--- src/rtl/mdio_pkg.sv ---
package mdio_pkg;
    typedef enum logic [2:0] {
        S_HUNT  = 3'd0,
        S_START = 3'd1,
        S_OP    = 3'd2,
        S_ADDR  = 3'd3,
        S_TA    = 3'd4,
        S_DATA  = 3'd5
    } eng_st_t;

    localparam logic [1:0] OPC_READ  = 2'b10;
    localparam logic [1:0] OPC_WRITE = 2'b01;
endpackage

--- src/rtl/mdc_sampler.sv ---
module mdc_sampler #(
    parameter int SYNC = 2
) (
    input  logic clk,
    input  logic rst_n,
    input  logic mdc,
    input  logic mdio_in,
    output logic rise,
    output logic bit_s
);
    typedef struct packed {
        logic [SYNC-1:0] clk_sr;
        logic [SYNC-1:0] dat_sr;
        logic            clk_prev;
    } smp_t;

    smp_t smp_d, smp_q;

    always_comb begin
        smp_d          = smp_q;
        smp_d.clk_sr   = {smp_q.clk_sr[SYNC-2:0], mdc};
        smp_d.dat_sr   = {smp_q.dat_sr[SYNC-2:0], mdio_in};
        smp_d.clk_prev = smp_q.clk_sr[SYNC-1];
    end

    always_ff @(posedge clk or negedge rst_n) begin
        if (!rst_n) smp_q <= '0;
        else        smp_q <= smp_d;
    end

    assign rise  = smp_q.clk_sr[SYNC-1] & ~smp_q.clk_prev;
    assign bit_s = smp_q.dat_sr[SYNC-1];
endmodule

--- src/rtl/hold_timer.sv ---
module hold_timer #(
    parameter int HOLD_CYCLES = 150
) (
    input  logic clk,
    input  logic rst_n,
    input  logic start,
    output logic active
);
    localparam int TW = $clog2(HOLD_CYCLES + 1);

    logic [TW-1:0] cnt_d, cnt_q;

    always_comb begin
        cnt_d = cnt_q;
        if (start)              cnt_d = TW'(HOLD_CYCLES);
        else if (cnt_q != '0)   cnt_d = cnt_q - 1'b1;
    end

    always_ff @(posedge clk or negedge rst_n) begin
        if (!rst_n) cnt_q <= '0;
        else        cnt_q <= cnt_d;
    end

    assign active = (cnt_q != '0);
endmodule

--- src/rtl/mdio_frame_engine.sv ---
module mdio_frame_engine
    import mdio_pkg::*;
#(
    parameter int AW      = 5,
    parameter int DW      = 16,
    parameter int PRE_LEN = 32
) (
    input  logic          clk,
    input  logic          rst_n,
    input  logic          bit_vld,
    input  logic          bit_in,
    input  logic [AW-1:0] phy_addr,
    input  logic          hold,
    input  logic [DW-1:0] rd_data,
    output logic          mdio_out,
    output logic          mdio_oe,
    output logic [AW-1:0] reg_addr,
    output logic          rd_req,
    output logic          wr_en,
    output logic [DW-1:0] wr_data
);
    localparam int CW = $clog2((DW > 2*AW) ? DW : 2*AW);
    localparam int PW = $clog2(PRE_LEN + 1);

    typedef struct packed {
        eng_st_t       st;
        logic [CW-1:0] cnt;
        logic [PW-1:0] pre;
        logic          synced;
        logic          is_rd;
        logic          match;
        logic [DW-1:0] sh;
        logic [AW-1:0] ra;
        logic [DW-1:0] wd;
        logic          oe;
        logic          out;
        logic          rd_req;
        logic          wr_en;
    } eng_t;

    eng_t eng_d, eng_q;
    logic [1:0]      opc;
    logic [2*AW-1:0] fld;

    always_comb begin
        eng_d        = eng_q;
        eng_d.rd_req = 1'b0;
        eng_d.wr_en  = 1'b0;
        opc          = {eng_q.sh[0], bit_in};
        fld          = {eng_q.sh[2*AW-2:0], bit_in};
        if (bit_vld) begin
            case (eng_q.st)
                S_HUNT: begin
                    if (bit_in) begin
                        if (eng_q.pre != PW'(PRE_LEN)) eng_d.pre = eng_q.pre + 1'b1;
                    end else if (eng_q.synced || eng_q.pre == PW'(PRE_LEN)) begin
                        eng_d.st     = S_START;
                        eng_d.synced = 1'b1;
                        eng_d.pre    = '0;
                    end else begin
                        eng_d.pre = '0;
                    end
                end
                S_START: begin
                    eng_d.cnt = '0;
                    eng_d.st  = bit_in ? S_OP : S_HUNT;
                end
                S_OP: begin
                    eng_d.sh = {eng_q.sh[DW-2:0], bit_in};
                    if (eng_q.cnt == CW'(1)) begin
                        eng_d.cnt = '0;
                        if (opc == OPC_READ || opc == OPC_WRITE) begin
                            eng_d.is_rd = (opc == OPC_READ);
                            eng_d.st    = S_ADDR;
                        end else begin
                            eng_d.synced = 1'b0;
                            eng_d.pre    = '0;
                            eng_d.st     = S_HUNT;
                        end
                    end else begin
                        eng_d.cnt = eng_q.cnt + 1'b1;
                    end
                end
                S_ADDR: begin
                    eng_d.sh = {eng_q.sh[DW-2:0], bit_in};
                    if (eng_q.cnt == CW'(2*AW-1)) begin
                        eng_d.match  = (fld[2*AW-1:AW] == phy_addr) && !hold;
                        eng_d.ra     = fld[AW-1:0];
                        eng_d.rd_req = eng_q.is_rd && (fld[2*AW-1:AW] == phy_addr) && !hold;
                        eng_d.cnt    = '0;
                        eng_d.st     = S_TA;
                    end else begin
                        eng_d.cnt = eng_q.cnt + 1'b1;
                    end
                end
                S_TA: begin
                    if (eng_q.is_rd) begin
                        if (eng_q.cnt == '0) begin
                            if (eng_q.match) begin
                                eng_d.oe  = 1'b1;
                                eng_d.out = 1'b0;
                                eng_d.sh  = rd_data;
                            end
                            eng_d.cnt = CW'(1);
                        end else begin
                            if (eng_q.match) eng_d.out = eng_q.sh[DW-1];
                            eng_d.sh  = {eng_q.sh[DW-2:0], 1'b0};
                            eng_d.cnt = '0;
                            eng_d.st  = S_DATA;
                        end
                    end else if (eng_q.cnt == '0) begin
                        if (!bit_in) begin
                            eng_d.synced = 1'b0;
                            eng_d.pre    = '0;
                            eng_d.st     = S_HUNT;
                        end else begin
                            eng_d.cnt = CW'(1);
                        end
                    end else if (bit_in) begin
                        eng_d.synced = 1'b0;
                        eng_d.pre    = '0;
                        eng_d.st     = S_HUNT;
                    end else begin
                        eng_d.cnt = '0;
                        eng_d.st  = S_DATA;
                    end
                end
                S_DATA: begin
                    if (eng_q.is_rd) begin
                        if (eng_q.cnt == CW'(DW-1)) begin
                            eng_d.oe  = 1'b0;
                            eng_d.out = 1'b0;
                            eng_d.pre = '0;
                            eng_d.st  = S_HUNT;
                        end else begin
                            if (eng_q.match) eng_d.out = eng_q.sh[DW-1];
                            eng_d.sh  = {eng_q.sh[DW-2:0], 1'b0};
                            eng_d.cnt = eng_q.cnt + 1'b1;
                        end
                    end else begin
                        eng_d.sh = {eng_q.sh[DW-2:0], bit_in};
                        if (eng_q.cnt == CW'(DW-1)) begin
                            eng_d.wd    = {eng_q.sh[DW-2:0], bit_in};
                            eng_d.wr_en = eng_q.match && !hold;
                            eng_d.pre   = '0;
                            eng_d.st    = S_HUNT;
                        end else begin
                            eng_d.cnt = eng_q.cnt + 1'b1;
                        end
                    end
                end
                default: eng_d.st = S_HUNT;
            endcase
        end
    end

    always_ff @(posedge clk or negedge rst_n) begin
        if (!rst_n) eng_q <= '0;
        else        eng_q <= eng_d;
    end

    assign mdio_out = eng_q.out;
    assign mdio_oe  = eng_q.oe;
    assign reg_addr = eng_q.ra;
    assign rd_req   = eng_q.rd_req;
    assign wr_en    = eng_q.wr_en;
    assign wr_data  = eng_q.wd;

    // the first value put on the line is the low turnaround bit
    p_first_drive_low_r7: assert property (@(posedge clk) disable iff (!rst_n)
        $rose(eng_q.oe) |-> !eng_q.out);

    // the line is only ever driven by a synchronised engine
    p_drive_when_synced_r8: assert property (@(posedge clk) disable iff (!rst_n)
        eng_q.oe |-> eng_q.synced);

    // once a read strobe is issued, the line stays released until the next bit edge
    p_rdreq_line_idle_r7: assert property (@(posedge clk) disable iff (!rst_n)
        eng_q.rd_req |-> !eng_q.oe);
endmodule

--- src/rtl/mdio_slave.sv ---
module mdio_slave #(
    parameter int AW          = 5,
    parameter int DW          = 16,
    parameter int PRE_LEN     = 32,
    parameter int SYNC        = 2,
    parameter int HOLD_CYCLES = 150
) (
    input  logic          clk,
    input  logic          rst_n,
    input  logic          mdc,
    input  logic          mdio_in,
    output logic          mdio_out,
    output logic          mdio_oe,
    input  logic [AW-1:0] phy_addr,
    input  logic          soft_rst,
    output logic [AW-1:0] reg_addr,
    output logic          rd_req,
    input  logic [DW-1:0] rd_data,
    output logic          wr_en,
    output logic [DW-1:0] wr_data
);
    logic bit_vld;
    logic bit_s;
    logic hold;

    mdc_sampler #(.SYNC(SYNC)) i_sampler (
        .clk     (clk),
        .rst_n   (rst_n),
        .mdc     (mdc),
        .mdio_in (mdio_in),
        .rise    (bit_vld),
        .bit_s   (bit_s)
    );

    hold_timer #(.HOLD_CYCLES(HOLD_CYCLES)) i_hold (
        .clk    (clk),
        .rst_n  (rst_n),
        .start  (soft_rst),
        .active (hold)
    );

    mdio_frame_engine #(.AW(AW), .DW(DW), .PRE_LEN(PRE_LEN)) i_engine (
        .clk      (clk),
        .rst_n    (rst_n),
        .bit_vld  (bit_vld),
        .bit_in   (bit_s),
        .phy_addr (phy_addr),
        .hold     (hold),
        .rd_data  (rd_data),
        .mdio_out (mdio_out),
        .mdio_oe  (mdio_oe),
        .reg_addr (reg_addr),
        .rd_req   (rd_req),
        .wr_en    (wr_en),
        .wr_data  (wr_data)
    );

    // no register access while the hold-off timer runs
    p_hold_blocks_access_r9: assert property (@(posedge clk) disable iff (!rst_n)
        hold |-> (!wr_en && !rd_req));

    // read and write strobes exclude each other
    p_strobe_excl_r6: assert property (@(posedge clk) disable iff (!rst_n)
        !(wr_en && rd_req));

    // a write strobe lasts a single cycle
    p_wr_single_r6: assert property (@(posedge clk) disable iff (!rst_n)
        wr_en |=> !wr_en);
endmodule

--- config.mk ---
export PLATFORM = sky130hd
export DESIGN_NAME = mdio_slave
export DESIGN_NICKNAME = d
export VERILOG_FILES = /design/src/rtl/mdio_pkg.sv /design/src/rtl/mdc_sampler.sv /design/src/rtl/hold_timer.sv /design/src/rtl/mdio_frame_engine.sv /design/src/rtl/mdio_slave.sv
export SDC_FILE = /design/constraint.sdc
export NUM_CORES = 1
export LEC_CHECK = 0
export ABC_AREA = 0
export BUFFER_PORTS_ARGS = -buffer_cell sky130_fd_sc_hd__buf_2
export CAP_MARGIN = 10
export CELL_PAD_IN_SITES_DETAIL_PLACEMENT = 1
export CELL_PAD_IN_SITES_GLOBAL_PLACEMENT = 2
export CORE_MARGIN = 2
export CORE_UTILIZATION = 30
export CTS_BUF_LIST = sky130_fd_sc_hd__clkbuf_4 sky130_fd_sc_hd__clkbuf_8
export DETAILED_ROUTE_END_ITERATION = 6
export GPL_ROUTABILITY_DRIVEN = 0
export PLACE_DENSITY_LB_ADDON = 0.05
export SLEW_MARGIN = 20
export SYNTH_ARGS = -nofsm -noshare
export SYNTH_HDL_FRONTEND = slang
export SYNTH_SLANG_ARGS = --single-unit
--- constraint.sdc ---
create_clock -name clk -period 2.8 [get_ports clk]
set_clock_uncertainty 0.15 [all_clocks]
set_input_delay 0.28 -clock clk [delete_from_list [all_inputs] [get_ports clk]]
set_output_delay 0.28 -clock clk [all_outputs]
set_load 0.02 [all_outputs]
# [Word level (Yosys, flattened, before mapping)]
# Index checks and enable logic that the tools add are counted.
# W data, S select, Z words.
[word_totals] out_inout_bits=25 wordCells=139 reg_bits=70
[classes] n_mux=56 n_reduce_logical=27 add_sub_neg=3 n_bitwise=3 eq_ne=33
[op_table] cell="$mux W16" count=5
[op_table] cell="$pmux W16 S3" count=1
[op_table] cell="$mux W7" count=5
[op_table] cell="$mux W3" count=8
[op_table] cell="$mux W8" count=3
[op_table] cell="$pmux W6 S4" count=1
[op_table] cell="$mux W4" count=5
[op_table] cell="$pmux W4 S5" count=1
[op_table] cell="$mux W6" count=3
[op_table] cell="$pmux W3 S6" count=1
[op_table] cell="$reduce_and A9 Y1" count=2
[op_table] cell="$ne A2 B1 Y1 const B" count=8
[op_table] cell="$reduce_and A5 Y1" count=3
[op_table] cell="$mux W1" count=14
[op_table] cell="$mux W14" count=1
[op_table] cell="$mux W2" count=6
[op_table] cell="$ne A3 B2 Y1 const B" count=3
[op_table] cell="$ne A3 B3 Y1 const B" count=3
[op_table] cell="$eq A4 B4 Y1 const B" count=2
[op_table] cell="$ne A2 B2 Y1 const B" count=4
[op_table] cell="$reduce_and A4 Y1" count=2
[op_table] cell="$reduce_and A8 Y1" count=1
[op_table] cell="$reduce_bool A8 Y1" count=1
[op_table] cell="$sub A8 B1 Y8 const B" count=1
[op_table] cell="other kinds (29)" count=38

# [Depth between registers and ports, before layout]
[logic_depth] word_depth=7 depth_mapped=8 mapped_depth_nobuf=7

# [By module]
# A second synthesis with hierarchy kept.
[hier_totals] cells_unflattened=363 area_unflattened_um2=3858.7
[modules_own_cells] mod="mdio_frame_engine" area_per_inst_um2=3255.6 cells_each=308 seq_area_each_um2=1426.4 instances=1
[modules_own_cells] mod="hold_timer" area_per_inst_um2=464.2 cells_each=49 seq_area_each_um2=200.2 instances=1
[modules_own_cells] mod="mdc_sampler" area_per_inst_um2=138.9 cells_each=6 seq_area_each_um2=125.1 instances=1

# [Worst setup path before layout]
# OpenSTA, ideal clock, no wires.
[synth_path] path_kind="flip-flop to flip-flop" startpoint="reg i_engine.eng_q[51] (netlist bit)" endpoint="reg i_engine.eng_q[46] (netlist bit)" arrival_ns=1.958 period_less_slack_ns=2.234 setup_slack_ns=0.566 stages_incl_launch_ff=8 t_required_ns=2.524 setup_time_ns=0.126 path_cell_list="dfrtp_1 inv_1 ha_1 or4b_4 a21oi_2 o311ai_1 a211o_1 a221o_1"
[synth_between] elab_chain_len=4
[synth_rtl] element="start: declaration" line_no="mdio_frame_engine.sv:41" source="eng_t eng_d, eng_q;"
[synth_rtl] element="start signal: assignment" line_no="mdio_frame_engine.sv:159" source="else eng_q <= eng_d;"
[synth_rtl] element="$logic_not A4 Y1" line_no="mdio_frame_engine.sv:111" source="end else if (eng_q.cnt == '0) begin"
[synth_rtl] element="$mux W14" line_no="mdio_frame_engine.sv:111"
[synth_rtl] element="$mux W7" line_no="mdio_frame_engine.sv:97" source="if (eng_q.is_rd) begin"
[synth_rtl] element="$pmux W6 S4" line_no="mdio_frame_engine.sv:52" source="case (eng_q.st)"
# Several ways; a longest one is shown, not always the timed one. The select of a mux whose other input is x is not followed.
# A chain may end at the register's enable or synchronous reset.

# [Worst setup path after layout]
# Same ends and word-level chain as after synthesis.

==> results_dict.tcl <==
set metrics [dict create \
    power_mw 1.92 \
    critPathBufInv 1 \
    slowest_stage "or4b_4" \
    end_kind "register" \
    hold_class "in -> reg" \
    area_growth_pct 13.6 \
    clockBufferDepth 2 \
    wirelength_mm 9.29 \
    setup_tns_ns 0 \
    yosys.cell_types.count 55 \
    drv_cap 0 \
    vias 2717 \
    cts_buffers 9 \
    grt_pass1_wl_mm 15.4 \
    core_sq_um 12000 \
    synth_area_per_cell_sq_um 10.4 \
    worstSkewPairLatency_ns 0.36 \
    synth_seq_area_share_pct 47.7 \
    setup_violations 0 \
    floorplan.die.width_um 115 \
    reg2reg_depth 7 \
    cp-startpoint "i_engine.eng_q[51]" \
    leakage_nw 2.11 \
    rows 40 \
    cp-endpoint "i_engine.eng_q[46]" \
    hold_violations 0 \
    grt_antenna_before_repair 0 \
    synth_area_leaders "dfrtp_1 48%, mux2_2 7.4%, buf_4 4.7%" \
    cts_tree "yes" \
    synthSimpleGateAreaFrac_pct 15.2 \
    initial_utilization_pct 30.7 \
    slew_violations 0 \
    die_y_um 115 \
    via_per_inst 5.00 \
    ant_nets 0 \
    critical_path_depth 7 \
    worstPathArrival_ns 2.55 \
    fmaxAchievable_mhz 408 \
    place_hpwl_mm 6.37 \
    p_switching_mw 0.495 \
    internal_power_mw 1.43 \
    antennaDiodeCount 0 \
    synth_top_family_by_area "simple AND/OR/NAND/NOR gates" \
    async_flop_share_pct 100 \
    yosys_warnings 0 \
    drive_gt1_share_pct 27.5 \
    ys_ff_latch 70 \
    nets 426 \
    htreeDepth 3 \
    pwr_density_cell_nw_per_um2 460 \
    firstDrtPassIters 4 \
    crit_path_start_kind "register" \
    comb_power_share_pct 7.0 \
    seqPwrFrac_pct 55.4 \
    slew_headroom_pct 36.7 \
    synth_top_area_cell "dfrtp_1" \
    rr_startpoint "i_engine.eng_q[51]" \
    drc 0 \
    path_cells "inv_1, ha_1, or4b_4, a21oi_2, o311ai_1, a211o_1, a221o_1" \
    finalCritPeriodShare_pct 87.4 \
    path_clk_slew_ns 0.08 \
    wl_per_cell_um 17.1 \
    synth-edff-count 0 \
    worstSetupPathType "reg -> reg" \
    status "finished clean" \
    post-cts-setup-buffers 0 \
    synth_top_area_share_pct 47.7 \
    synth_xor_area_share_pct 2.62 \
    critPathRequiredTime_ns 2.90 \
    syn-num-nets 385 \
    irDropWorstVdd_uv 204 \
    port_buffers 50 \
    synthesis.area_sq_um 3670 \
    synth_mux_area_share_pct 12.0 \
    worstMarginPinSlew_ns 0.950 \
    grt_overflow 0 \
    root_buffer "clkbuf_8" \
    critPathTopFamily "compound AO/OA/AOI/OAI gates" \
    p_clk_share_pct 37.6 \
    io_pins 51 \
    switching_share_pct 25.7 \
    path_max_fanout 6 \
    clkSinkCount 70 \
    cpPeakStageDelay_ns 0.46 \
    gr-usage-all-layers_pct 15.4 \
    die_area_sq_um 13200 \
    rsz0062_at_grt "false" \
    drt_iter0_drc 116 \
    r2r-end "i_engine.eng_q[46]" \
    synth_fa_ha_area_share_pct 2.38 \
    syn_inst 352 \
    min_period_ns 2.45 \
    grt_pass1_vias 2868 \
    grt_max_degree 71 \
    synth-compound-area-share_pct 12.4 \
    synth_ff_type "dfrtp_1" \
    rrSetupSlack_ns 0.35 \
]
-- what timing repair did --
| action | CTS | global route |
|---|---|---|
| endpoints found under the hold margin | 72 | 0 |
| resized for setup | 0 | 0 |
| hold buffers | 3 | 0 |
-- how the worst min path moves through the flow --
stage	end	cells after the start	from	slack [ns]
after floorplan	i_engine.eng_q[25]	0	rst_n	-0.17
after global placement	i_sampler.bit_s	0	i_sampler.smp_d[2]	0.19
after detailed placement	i_sampler.smp_d[0]	0	i_sampler.smp_d[4]	0.19
after CTS	i_hold.cnt_q[6]	2	soft_rst	0.004
after global routing	i_hold.cnt_q[6]	2	soft_rst	0.03
final	i_hold.cnt_q[6]	2	soft_rst	0.03
-- state kept, by name (all words and copies together), names as in the netlist --
name,flops
i_engine.eng_q,32
i_engine.wr_data,16
i_hold.cnt_q,8
i_engine.reg_addr,5
i_sampler.smp_d,3
i_engine.mdio_oe,1
i_engine.mdio_out,1
i_engine.rd_req,1
i_engine.wr_en,1
i_sampler.bit_s,1
i_sampler.smp_q,1
-- power groups by stage --
stage	Combinational [mW]	Sequential, mW	Clock [mW]
after detailed placement	0.137	1.08	0
after global placement	0.132	1.08	0
after CTS	0.140	1.06	0.775
final	0.134	1.06	0.723
after floorplan	0.0738	1.07	0
after global routing	0.155	1.07	0.816
-- area by class of cell --
| cell class | count | area (sq um) |
|---|---|---|
| clock buffer | 10 | 138 |
| clock inverter | 4 | 25.0 |
| fill | 1368 | 7790 |
| inverter | 15 | 56.3 |
| multi-input combinational | 232 | 1650 |
| sequential | 70 | 1750 |
| tap | 147 | 184 |
| timing repair buffer | 65 | 373 |
-- cells by family (layout without fill, tap and decap cells) --
group,after synthesis,count (layout)
DFF,70,70
buffers and inverters,50,94
muxes,41,41
and+or+nand+nor,104,104
xor gates and xnor gates,11,11
AOI/OAI and AO/OA,69,69
adders and majority gates,7,7
-- layout by cell type (no fill, tap or decap), types with 3 or more instances in the layout --
cell type      count
dfrtp_1           70
mux2i_1           17
mux2_2            24
buf_2             49
nor3_1             9
o21ai_0           29
or4_1              3
nor2b_1            5
o22a_1             3
xnor2_1            7
nor4b_1            4
dlygate4sd3_1      3
ha_1               7
or3_1              3
buf_4             13
nor2_1            11
inv_1             15
and3_1             5
nand2b_1           5
a21oi_1            7
clkbuf_8          10
xor2_1             4
a21o_1             4
nand3_1            7
nand2_1           36
-- synthesized netlist by cell type (2+ instances only) --
cell type,n
nor4_1,2
inv_1,15
o41ai_1,2
a21oi_1,7
a21o_1,4
nor3_1,9
nand2_1,36
nand3_1,7
mux2_2,24
dfrtp_1,70
mux2i_1,17
o21ai_0,29
xor2_1,4
a41o_1,2
nand3b_1,2
nand4_1,2
nor2_1,11
ha_1,7
and4_1,2
a21boi_0,2
or2_2,2
or3_1,3
buf_2,3
o211ai_1,2
and3_1,5
o22a_1,3
nand2b_1,5
a221o_1,2
or4_1,3
o21bai_1,2
a211o_1,2
nor4b_1,4
xnor2_1,7
nor2b_1,5
clkbuf_1,8
buf_4,23
-- per-layer routing --
layer	part of all wire [%]	wire length [um]	up-vias	global-route usage (%)
li1	-	-	1307	-
met1	49	4540	1358	20.9
met2	46	4260	39	23.4
met3	3.5	324	13	3.55
met4	1.8	164	0	7.15
met5	0	0	-	0
-- stage by stage --
stage	util (%)	setup WS (ns)	cells	area, sq um	hold slack (ns)
CTS	34.9	0.343	543	4170	0.00368
global route	34.9	0.177	543	4170	0.0302
finish	34.9	0.352	543	4170	0.0259
detailed placement	33.3	0.345	526	3980	0.186
floorplan	-	0.566	352	3670	-0.166
global placement	33.3	0.397	526	3980	0.188
No activity file was read; power rests on OpenSTA's default activity.
